<file path="config.mk">
export PLATFORM = sky130hd
export DESIGN_NAME = cap_reload_timer
export DESIGN_NICKNAME = d
export VERILOG_FILES = /design/src/rtl/tmr_pkg.sv /design/src/rtl/tmr_prescale.sv /design/src/rtl/tmr_edge_sync.sv /design/src/rtl/tmr_core.sv /design/src/rtl/cap_reload_timer.sv
export SDC_FILE = /design/constraint.sdc
export NUM_CORES = 1
export LEC_CHECK = 0
export BUFFER_PORTS_ARGS = -buffer_cell sky130_fd_sc_hd__clkbuf_2
export CAP_MARGIN = 10
export CORE_MARGIN = 5
export CORE_UTILIZATION = 35
export CTS_BUF_LIST = sky130_fd_sc_hd__clkbuf_4 sky130_fd_sc_hd__clkbuf_8 sky130_fd_sc_hd__clkbuf_16
export DETAILED_ROUTE_END_ITERATION = 6
export PLACE_DENSITY = 0.58
export REMOVE_ABC_BUFFERS = 1
export SLEW_MARGIN = 20
export SYNTH_ARGS = -nofsm -noshare
export SYNTH_HDL_FRONTEND = slang
export SYNTH_SLANG_ARGS = --single-unit
export TNS_END_PERCENT = 10
</file>
<file path="constraint.sdc">
create_clock -name clk -period 4.1 [get_ports clk]
set_input_delay 0.41 -clock clk [delete_from_list [all_inputs] [get_ports clk]]
set_output_delay 0.41 -clock clk [all_outputs]
set_load 0.01 [all_outputs]
</file>
<file path="src/rtl/tmr_pkg.sv">
package tmr_pkg;
  typedef enum logic [1:0] {
    M_CAPT   = 2'd0,
    M_RELOAD = 2'd1,
    M_BAUD   = 2'd2,
    M_CLKOUT = 2'd3
  } tmode_e;

  typedef struct packed {
    logic   run;
    logic   fast;
    tmode_e mode;
  } tctl_t;
endpackage

</file>
<file path="src/rtl/tmr_prescale.sv">
module tmr_prescale #(
  parameter int DIV_SLOW = 12,
  parameter int DIV_FAST = 4,
  parameter int DIV_SPEC = 2
) (
  input  logic clk,
  input  logic rst_n,
  input  logic run,
  input  logic fast,
  input  logic spec,
  input  logic restart,
  output logic tick
);
  localparam int PW = $clog2(DIV_SLOW);
  localparam logic [PW-1:0] L_SLOW = PW'(DIV_SLOW - 1);
  localparam logic [PW-1:0] L_FAST = PW'(DIV_FAST - 1);
  localparam logic [PW-1:0] L_SPEC = PW'(DIV_SPEC - 1);

  logic [PW-1:0] pre_q;
  logic [PW-1:0] lim;

  always_comb begin
    if (spec)      lim = L_SPEC;
    else if (fast) lim = L_FAST;
    else           lim = L_SLOW;
  end

  assign tick = run && (pre_q == lim);

  always_ff @(posedge clk or negedge rst_n) begin
    if (!rst_n)                        pre_q <= '0;
    else if (restart || !run || tick)  pre_q <= '0;
    else                               pre_q <= pre_q + 1'b1;
  end

  // every divisor is at least 2, so time-base ticks never come back to back
  p_tick_gap_r3: assert property (@(posedge clk) disable iff (!rst_n)
    tick |=> !tick);
endmodule

</file>
<file path="src/rtl/tmr_edge_sync.sv">
module tmr_edge_sync #(
  parameter int STAGES = 2
) (
  input  logic clk,
  input  logic rst_n,
  input  logic pin,
  output logic fall
);
  logic [STAGES-1:0] sh_q;
  logic              prev_q;

  always_ff @(posedge clk or negedge rst_n) begin
    if (!rst_n) begin
      sh_q   <= '1;
      prev_q <= 1'b1;
    end else begin
      sh_q   <= {sh_q[STAGES-2:0], pin};
      prev_q <= sh_q[STAGES-1];
    end
  end

  assign fall = prev_q && !sh_q[STAGES-1];

  // a single falling edge yields a single capture strobe
  p_fall_once_r5: assert property (@(posedge clk) disable iff (!rst_n)
    fall |=> !fall);
endmodule

</file>
<file path="src/rtl/tmr_core.sv">
module tmr_core
  import tmr_pkg::*;
#(
  parameter int W = 16
) (
  input  logic         clk,
  input  logic         rst_n,
  input  logic         tick,
  input  tmode_e       mode,
  input  logic         dir_up,
  input  logic         cnt_we,
  input  logic [W-1:0] cnt_wdata,
  input  logic         rld_we,
  input  logic [W-1:0] rld_wdata,
  input  logic         cap_evt,
  input  logic         ovf_clr,
  input  logic         cap_clr,
  output logic [W-1:0] cnt_q,
  output logic [W-1:0] rld_q,
  output logic         ovf_flag,
  output logic         cap_flag,
  output logic         baud_tick,
  output logic         clk_out
);
  logic [W-1:0] step_val;
  logic         wrap;
  logic         at_top;
  logic         at_rld;
  logic         ovf_set;
  logic         cap_set;

  assign at_top = (cnt_q == '1);
  assign at_rld = (cnt_q == rld_q);

  always_comb begin
    step_val = cnt_q + 1'b1;
    wrap     = at_top;
    case (mode)
      M_CAPT: ;
      M_RELOAD: begin
        if (dir_up) begin
          if (at_top) step_val = rld_q;
        end else begin
          wrap     = at_rld;
          step_val = at_rld ? '1 : cnt_q - 1'b1;
        end
      end
      default: if (at_top) step_val = rld_q;
    endcase
  end

  assign ovf_set = tick && wrap && (mode == M_CAPT || mode == M_RELOAD);
  assign cap_set = cap_evt && (mode == M_CAPT);

  always_ff @(posedge clk or negedge rst_n) begin
    if (!rst_n) begin
      cnt_q     <= '0;
      rld_q     <= '0;
      ovf_flag  <= 1'b0;
      cap_flag  <= 1'b0;
      baud_tick <= 1'b0;
      clk_out   <= 1'b0;
    end else begin
      if (cnt_we)    cnt_q <= cnt_wdata;
      else if (tick) cnt_q <= step_val;
      if (rld_we)       rld_q <= rld_wdata;
      else if (cap_set) rld_q <= cnt_q;
      if (ovf_set)      ovf_flag <= 1'b1;
      else if (ovf_clr) ovf_flag <= 1'b0;
      if (cap_set)      cap_flag <= 1'b1;
      else if (cap_clr) cap_flag <= 1'b0;
      baud_tick <= tick && wrap && (mode == M_BAUD);
      if (tick && wrap && mode == M_CLKOUT) clk_out <= !clk_out;
    end
  end

  // the overflow flag only rises from capture or autoreload steps
  p_flag_modes_r9: assert property (@(posedge clk) disable iff (!rst_n)
    $rose(ovf_flag) |-> ($past(mode) == M_CAPT || $past(mode) == M_RELOAD));
  // baud tick lasts one cycle
  p_tick_pulse_r9: assert property (@(posedge clk) disable iff (!rst_n)
    baud_tick |=> !baud_tick);
  // the output clock moves only on a clock-out mode step
  p_clk_toggle_r10: assert property (@(posedge clk) disable iff (!rst_n)
    !$stable(clk_out) |-> ($past(mode) == M_CLKOUT && $past(tick)));
  // a new capture holds the count seen just before it
  p_cap_copy_r5: assert property (@(posedge clk) disable iff (!rst_n)
    ($rose(cap_flag) && !$past(rld_we)) |-> rld_q == $past(cnt_q));
  // an up-count step from all ones lands on the reload value
  p_up_reload_r7: assert property (@(posedge clk) disable iff (!rst_n)
    $past(tick && !cnt_we && mode == M_RELOAD && dir_up && cnt_q == '1)
      |-> cnt_q == $past(rld_q));
endmodule

</file>
<file path="src/rtl/cap_reload_timer.sv">
module cap_reload_timer
  import tmr_pkg::*;
#(
  parameter int W           = 16,
  parameter int DIV_SLOW    = 12,
  parameter int DIV_FAST    = 4,
  parameter int DIV_SPEC    = 2,
  parameter int SYNC_STAGES = 2
) (
  input  logic         clk,
  input  logic         rst_n,
  input  logic         ctl_we,
  input  logic [3:0]   ctl_wdata,
  input  logic         cnt_we,
  input  logic [W-1:0] cnt_wdata,
  input  logic         rld_we,
  input  logic [W-1:0] rld_wdata,
  input  logic         ovf_clr,
  input  logic         cap_clr,
  input  logic         trig_in,
  input  logic         dir_up,
  output logic [W-1:0] cnt_q,
  output logic [W-1:0] rld_q,
  output logic         ovf_flag,
  output logic         cap_flag,
  output logic         baud_tick,
  output logic         clk_out
);
  tctl_t ctl_q;
  logic  tick;
  logic  fall;
  logic  spec;

  always_ff @(posedge clk or negedge rst_n) begin
    if (!rst_n)      ctl_q <= '0;
    else if (ctl_we) ctl_q <= tctl_t'(ctl_wdata);
  end

  assign spec = (ctl_q.mode == M_BAUD) || (ctl_q.mode == M_CLKOUT);

  tmr_prescale #(
    .DIV_SLOW(DIV_SLOW), .DIV_FAST(DIV_FAST), .DIV_SPEC(DIV_SPEC)
  ) u_pre (
    .clk(clk), .rst_n(rst_n), .run(ctl_q.run), .fast(ctl_q.fast),
    .spec(spec), .restart(ctl_we), .tick(tick)
  );

  tmr_edge_sync #(.STAGES(SYNC_STAGES)) u_sync (
    .clk(clk), .rst_n(rst_n), .pin(trig_in), .fall(fall)
  );

  tmr_core #(.W(W)) u_core (
    .clk(clk), .rst_n(rst_n), .tick(tick), .mode(ctl_q.mode),
    .dir_up(dir_up), .cnt_we(cnt_we), .cnt_wdata(cnt_wdata),
    .rld_we(rld_we), .rld_wdata(rld_wdata), .cap_evt(fall),
    .ovf_clr(ovf_clr), .cap_clr(cap_clr), .cnt_q(cnt_q), .rld_q(rld_q),
    .ovf_flag(ovf_flag), .cap_flag(cap_flag), .baud_tick(baud_tick),
    .clk_out(clk_out)
  );

  // a stopped timer without a count write keeps its count
  p_frozen_r12: assert property (@(posedge clk) disable iff (!rst_n)
    (!ctl_q.run && !cnt_we) |=> $stable(cnt_q));
endmodule

</file>
==> impl_metrics.json, run 1 <==
{
  "cap_viol_max_count": 0,
  "synth_edf_count": 0,
  "antenna_left": 0,
  "critical_path_arrival_ps": 3160,
  "synth.top_cells.by_count": "58 x nand2_1, 44 x dfrtp_1, 38 x o21ai_0, 28 x xor2_1, 26 x nor2_1",
  "start_kind": "flip-flop",
  "grt_first_pass_wirelength_um": 18500,
  "status": "complete, no violations",
  "hold_viol": 0,
  "whs_ps": 173,
  "rsz0062_at_grt": "false",
  "max_slew_margin": 0.244,
  "worst_r2r_path_depth": 7,
  "cts_tree": "yes",
  "diodes": 0,
  "ys_ff_latch": 47,
  "final_area_um2": 4100,
  "ys.warnings.count": 0,
  "die_x_um": 111,
  "ys.flop_type": "dfrtp_1",
  "finalSetupTns_ps": 0,
  "min_path_type": "in2reg",
  "cts-buffers-inserted": 5,
  "r2r-end": "u_core.cnt_q[9]",
  "p_comb_frac": 0.267,
  "viasPerCell": 5.72,
  "rr_startpoint": "ctl_q[1]",
  "ys_seq_area_frac": 0.332,
  "yosys.cell_count.top_type": "nand2_1",
  "antenna_found_initial": 0,
  "switching_power_mw": 0.461,
  "clock_latency_ps": 310,
  "core_um2": 9860,
  "fmaxAchievable_mhz": 341,
  "max-vdd-ir-drop_uv": 124,
  "async_flop_share": 1.00,
  "clockPowerShare": 0.243,
  "drc_errors": 0,
  "final_nets": 527,
  "grt_max_degree": 48,
  "dpl-instance-area_um2": 4010,
  "first_iter_violations": 311,
  "yosysTopAreaCell": "dfrtp_1",
  "io_pins": 81,
  "skew_ps": 10.1,
  "die_y_um": 111,
  "grt.overflow.total": 0,
  "port-buffer-count": 80,
  "pwr-share-seq": 0.489,
  "layout-drive-gt1-share": 0.238,
  "rrSetupSlack_ps": 1170,
  "cts-resized-gates": 0,
  "p_leak_nw": 1.76,
  "cts.sinks": 47,
  "cp_max_fo": 19,
  "path_clk_slew_ps": 90,
  "layout_worst_path_cycle_share": 0.715,
  "grt_pass1_vias": 3483,
  "cellInternalPower_mw": 0.794,
  "synth.distinct_cells": 60,
  "min_from": "trig_in",
  "utilization": 0.416,
  "htreeDepth": 2,
  "clk_root_buffer_cell": "clkbuf_8",
  "yosys.area.top_type_share": 0.309,
  "dp_hpwl_um": 8110,
  "wl_um": 11500,
  "first_pass_iters": 5,
  "tightest_slew_ps": 1120,
  "cellPowerDensity_nw_per_um2": 306,
  "instances_no_fill": 613,
  "cts_hold_buffers": 0,
  "place_ws_ps": 1310,
  "layout_setup_ws_ps": 1170,
  "min_to": "u_sync.sh_q[0]",
  "syn_to_final_growth_pct": 15.3,
  "setup_viol": 0,
  "dr_total_vias": 3504,
  "placedCellCount": 605,
  "final.min_clock_period_ps": 2930,
  "syn_inst": 420,
  "syn_area_per_cell_um2": 8.47,
  "required_ps": 4330,
  "min_path_cells": 1,
  "maxSlewViolCount": 0,
  "cts.path.max_buffers": 2,
  "worstSetupEndpointType": "flip-flop",
  "row_count": 36,
  "routabilityCongestion": 0.923,
  "sw_frac_of_total": 0.368,
  "syn_area_um2": 3560,
  "grtUsageTotal": 0.184,
  "post-cts-setup-buffer-count": 0,
  "ys_top_cells_by_area": "dfrtp_1 31%, xor2_1 6.9%, mux2i_1 6.8%",
  "dieArea_um2": 12300,
  "initial_core_util": 0.361,
  "crit_type": "reg2reg",
  "totalPowerFinal_mw": 1.26,
  "wl_per_cell_um": 18.8
}
power by group through the flow:
| stage | registers, mW | clock network, mW | logic, mW |
|---|---|---|---|
| 2_1_floorplan | 0.608 | 0 | 0.188 |
| 5_1_grt | 0.624 | 0.335 | 0.372 |
| 4_1_cts | 0.612 | 0.322 | 0.337 |
| 6_report | 0.614 | 0.306 | 0.336 |
| 3_5_place_dp | 0.621 | 0 | 0.334 |
| 3_3_place_gp | 0.621 | 0 | 0.330 |
layer usage:
layer | up-vias | share of wire | global-route usage
li1 | 1643 | - | -
met1 | 1680 | 0.45 | 0.247
met2 | 154 | 0.45 | 0.294
met3 | 27 | 0.070 | 0.0382
met4 | 0 | 0.024 | 0.0599
met5 | - | 0 | 0
cell families (layout without fill, tap and decap cells):
logic type | after synthesis | in the layout | synth area share
mux | 30 | 30 | 0.0876
fa+ha+maj | 3 | 3 | 0.0105
flops | 47 | 47 | 0.332
buf+inv | 41 | 101 | 0.0545
simple gates | 149 | 149 | 0.212
xor+xnor | 43 | 43 | 0.106
compound gates | 107 | 107 | 0.198
cell usage in the layout (no fill, tap or decap), drive strengths merged, types with 3 or more instances in the layout:
cell    instances
clkbuf         87
nand2          58
dfrtp          44
o21ai          38
xor2           28
nor2           26
mux2i          24
a21oi          16
xnor2          15
nand3          12
nor4           12
nor3            9
nand4           8
inv             7
a31oi           6
nor3b           6
mux2            6
o211ai          5
buf             5
a221oi          5
o22ai           4
a22oi           4
o221ai          4
nand2b          3
or3             3
a211oi          3
a21boi          3
ha              3
dfstp           3
state kept, by name, indices dropped and copies added, names as in the netlist:
| signal | count |
|---|---|
| u_core.cnt_q | 16 |
| u_sync.sh_q | 2 |
| u_core.clk_out | 1 |
| ctl_q | 4 |
| u_core.ovf_flag | 1 |
| u_core.baud_tick | 1 |
| u_sync.prev_q | 1 |
| u_pre.pre_q | 4 |
| u_core.rld_q | 16 |
| u_core.cap_flag | 1 |
how the worst max path moves through the flow:
stage,startpoint,end
global placement,ctl_q[1],u_core.rld_q[6]
finish,ctl_q[1],u_core.cnt_q[9]
CTS,ctl_q[1],u_core.cnt_q[9]
floorplan,ctl_q[1],u_core.rld_q[8]
global route,ctl_q[1],u_core.cnt_q[9]
detailed placement,ctl_q[1],u_core.cnt_q[9]
final cells by class:
cell class	count	area (um^2)
well taps	133	166
inverters	8	30.0
repair buffers	85	438
fillers	1048	5760
multi-input cells	332	2190
flip-flops and latches	47	1180
clock buffers	7	90.1
clock inverters	1	5.00
critical path, cell delays in order, from the launching register on:
cell,delay (ps)
dfrtp_1,880
clkinv_1,510
a31oi_1,380
nor3_2,120
buf_4,210
nand2_1,400
a221oi_1,110
a21oi_1,220
Power figures use the tool's default switching activity.
==> inputs of run 2 (changes only) <==
Settings changed: ABC_AREA from default to 1, PLACE_DENSITY 0.58 to 0.57.
Clock period 4.1 ns to 2.8 ns, I/O delays scaled along.
==> impl_metrics.json, run 2 <==
{
  "syn_area_um2": 3940,
  "clock_latency_ps": 290,
  "layout-drive-gt1-share": 0.168,
  "worstSetupEndpointType": "flip-flop",
  "ys_ff_latch": 47,
  "p_leak_nw": 2.48,
  "grt-busiest-layer": "met2",
  "yosysTopAreaCell": "dfrtp_1",
  "cts.path.max_buffers": 2,
  "dieArea_um2": 13500,
  "mostFrequentLayoutCells": "256 x nand2_1, 90 x nor2_1, 79 x clkbuf_2",
  "critical_path_arrival_ps": 2460,
  "cts_hold_buffers": 0,
  "dr_total_vias": 4368,
  "synth.top_cells.by_count": "256 x nand2_1, 92 x nor2_1, 65 x inv_1, 55 x nand3_1, 44 x dfrtp_1",
  "final_area_um2": 4610,
  "routabilityCongestion": 0.933,
  "min_path_cells": 1,
  "maxSlewViolCount": 0,
  "syn_to_final_growth_pct": 17.1,
  "skew_ps": 4.52,
  "first_iter_violations": 323,
  "yosys.area.top_type_share": 0.279,
  "cellPowerDensity_nw_per_um2": 506,
  "port-buffer-count": 80,
  "grtUsageTotal": 0.210,
  "min_to": "u_sync.sh_q[0]",
  "worst_r2r_path_depth": 8,
  "ys_top_cells_by_area": "dfrtp_1 28%, nand2_1 24%, nor2_1 8.8%",
  "ys.flop_type": "dfrtp_1",
  "final_nets": 769,
  "diodes": 0,
  "setup_viol": 0,
  "cp_max_fo": 20,
  "required_ps": 3040,
  "r2r-end": "u_core.cnt_q[7]",
  "fmaxAchievable_mhz": 450,
  "mostFrequentLayoutCell": "nand2_1",
  "io_pins": 81,
  "place_ws_ps": 651,
  "status": "complete, no violations",
  "layout_setup_ws_ps": 578,
  "crit_type": "reg2reg",
  "met3_usage": 0.0269,
  "instances_no_fill": 862,
  "final.min_clock_period_ps": 2220,
  "grt_pass1_vias": 4311,
  "totalPowerFinal_mw": 2.34,
  "ys.warnings.count": 0,
  "cp-startpoint": "ctl_q[1]",
  "row_count": 38,
  "cts_tree": "yes",
  "rr_startpoint": "ctl_q[1]",
  "clk_root_buffer_cell": "clkbuf_16",
  "yosys.cell_count.top_type": "nand2_1",
  "dpl-instance-area_um2": 4460,
  "cts-resized-gates": 0,
  "start_kind": "flip-flop",
  "multi_input_area_um2": 2350,
  "max_slew_margin": 0.409,
  "antenna_found_initial": 0,
  "max-vdd-ir-drop_uv": 261,
  "finalSetupTns_ps": 0,
  "grt.overflow.total": 0,
  "tightest_slew_ps": 886,
  "cts.sinks": 47,
  "viasPerCell": 5.07,
  "drc_errors": 0,
  "wl_um": 13800,
  "rrSetupSlack_ps": 580,
  "die_x_um": 116,
  "min_from": "trig_in",
  "antenna_left": 0,
  "first_pass_iters": 6,
  "post-cts-setup-buffer-count": 0,
  "ys_seq_area_frac": 0.299,
  "wl_per_cell_um": 16.1,
  "core_um2": 10900,
  "cts-buffers-inserted": 5,
  "htreeDepth": 2,
  "initial_core_util": 0.360,
  "met1_usage": 0.273,
  "path_clk_slew_ps": 70,
  "synth.distinct_cells": 35,
  "grt_first_pass_wirelength_um": 22200,
  "die_y_um": 116,
  "rsz0062_at_grt": "false",
  "placedCellCount": 854,
  "cap_viol_max_count": 0,
  "async_flop_share": 1.00,
  "syn_inst": 650,
  "syn_area_per_cell_um2": 6.06,
  "dp_hpwl_um": 10300,
  "layout_worst_path_cycle_share": 0.794,
  "min_path_type": "in2reg",
  "top_regs": "u_core.cnt_q x16, u_core.rld_q x16",
  "seq_area_um2": 1180,
  "hold_viol": 0,
  "grt_max_degree": 35,
  "num-fill-cells": 1221,
  "synth_edf_count": 0,
  "use_met2": 0.362
}
-- run 2: cell count changes in the layout (fill, tap and decap cells not counted), moves of 11 or more --
cell / delta
nand2_1: +198
nor2_1: +64
inv_1: +58
nand3_1: +43
mux2i_1: -24
o21ai_0: -19
xor2_1: -15
o311ai_0: +12
a21oi_1: -11
xnor2_1: -11
-- run 2: metrics by stage --
stage,hold WS [ps],utilization
4_1_cts,62.0,0.422
3_5_place_dp,349,0.408
3_3_place_gp,350,0.408
2_1_floorplan,-15.6,-
5_1_grt,58.4,0.422
6_report,69.4,0.422
-- run 2: layout make-up --
class,instances,share of cell area
flip-flops and latches,47,0.256
repair buffers,92,0.106
clock inverters,2,0.00352
well taps,140,0.0380
multi-input cells,506,0.510
inverters,69,0.0561
clock buffers,6,0.0301
-- run 2: where the power goes --
part / switching, mW / leakage (nW) / internal (mW) / total (mW)
clock: 0.288 / 0.0731 / 0.358 / 0.645
combinational: 0.520 / 1.83 / 0.291 / 0.811
sequential: 0.131 / 0.579 / 0.749 / 0.880
-- run 2: logic make-up after synthesis --
group,count (synthesis),synth area share
flops,47,0.299
xor+xnor,17,0.0378
buf+inv,97,0.104
simple gates,434,0.462
fa+ha+maj,3,0.00952
compound gates,52,0.0867
-- run 2: metal layers --
metal	wire length (um)	vias up
met2	6570	166
met5	0	-
met3	832	26
met1	6090	1991
li1	-	2185
met4	350	0
-- run 2: worst max path at each step --
stage                            end  slack (ps)  cells after the start
finish               u_core.cnt_q[7]         580                      8
global route         u_core.cnt_q[7]         400                      8
CTS                  u_core.cnt_q[7]         630                      8
detailed placement   u_core.cnt_q[7]         650                      8
global placement     u_core.rld_q[1]         670                      6
floorplan           u_core.cnt_q[10]         580                      7
-- run 2: worst max-delay path, cell delays in order, from the launching register on --
cell and delay [ps]:
dfrtp_1 670, nor2_1 120, xor2_1 160, nor3_1 390, nor2_2 210, buf_4 270, nor2_1 200, nand2_1 80
nand2_1 60
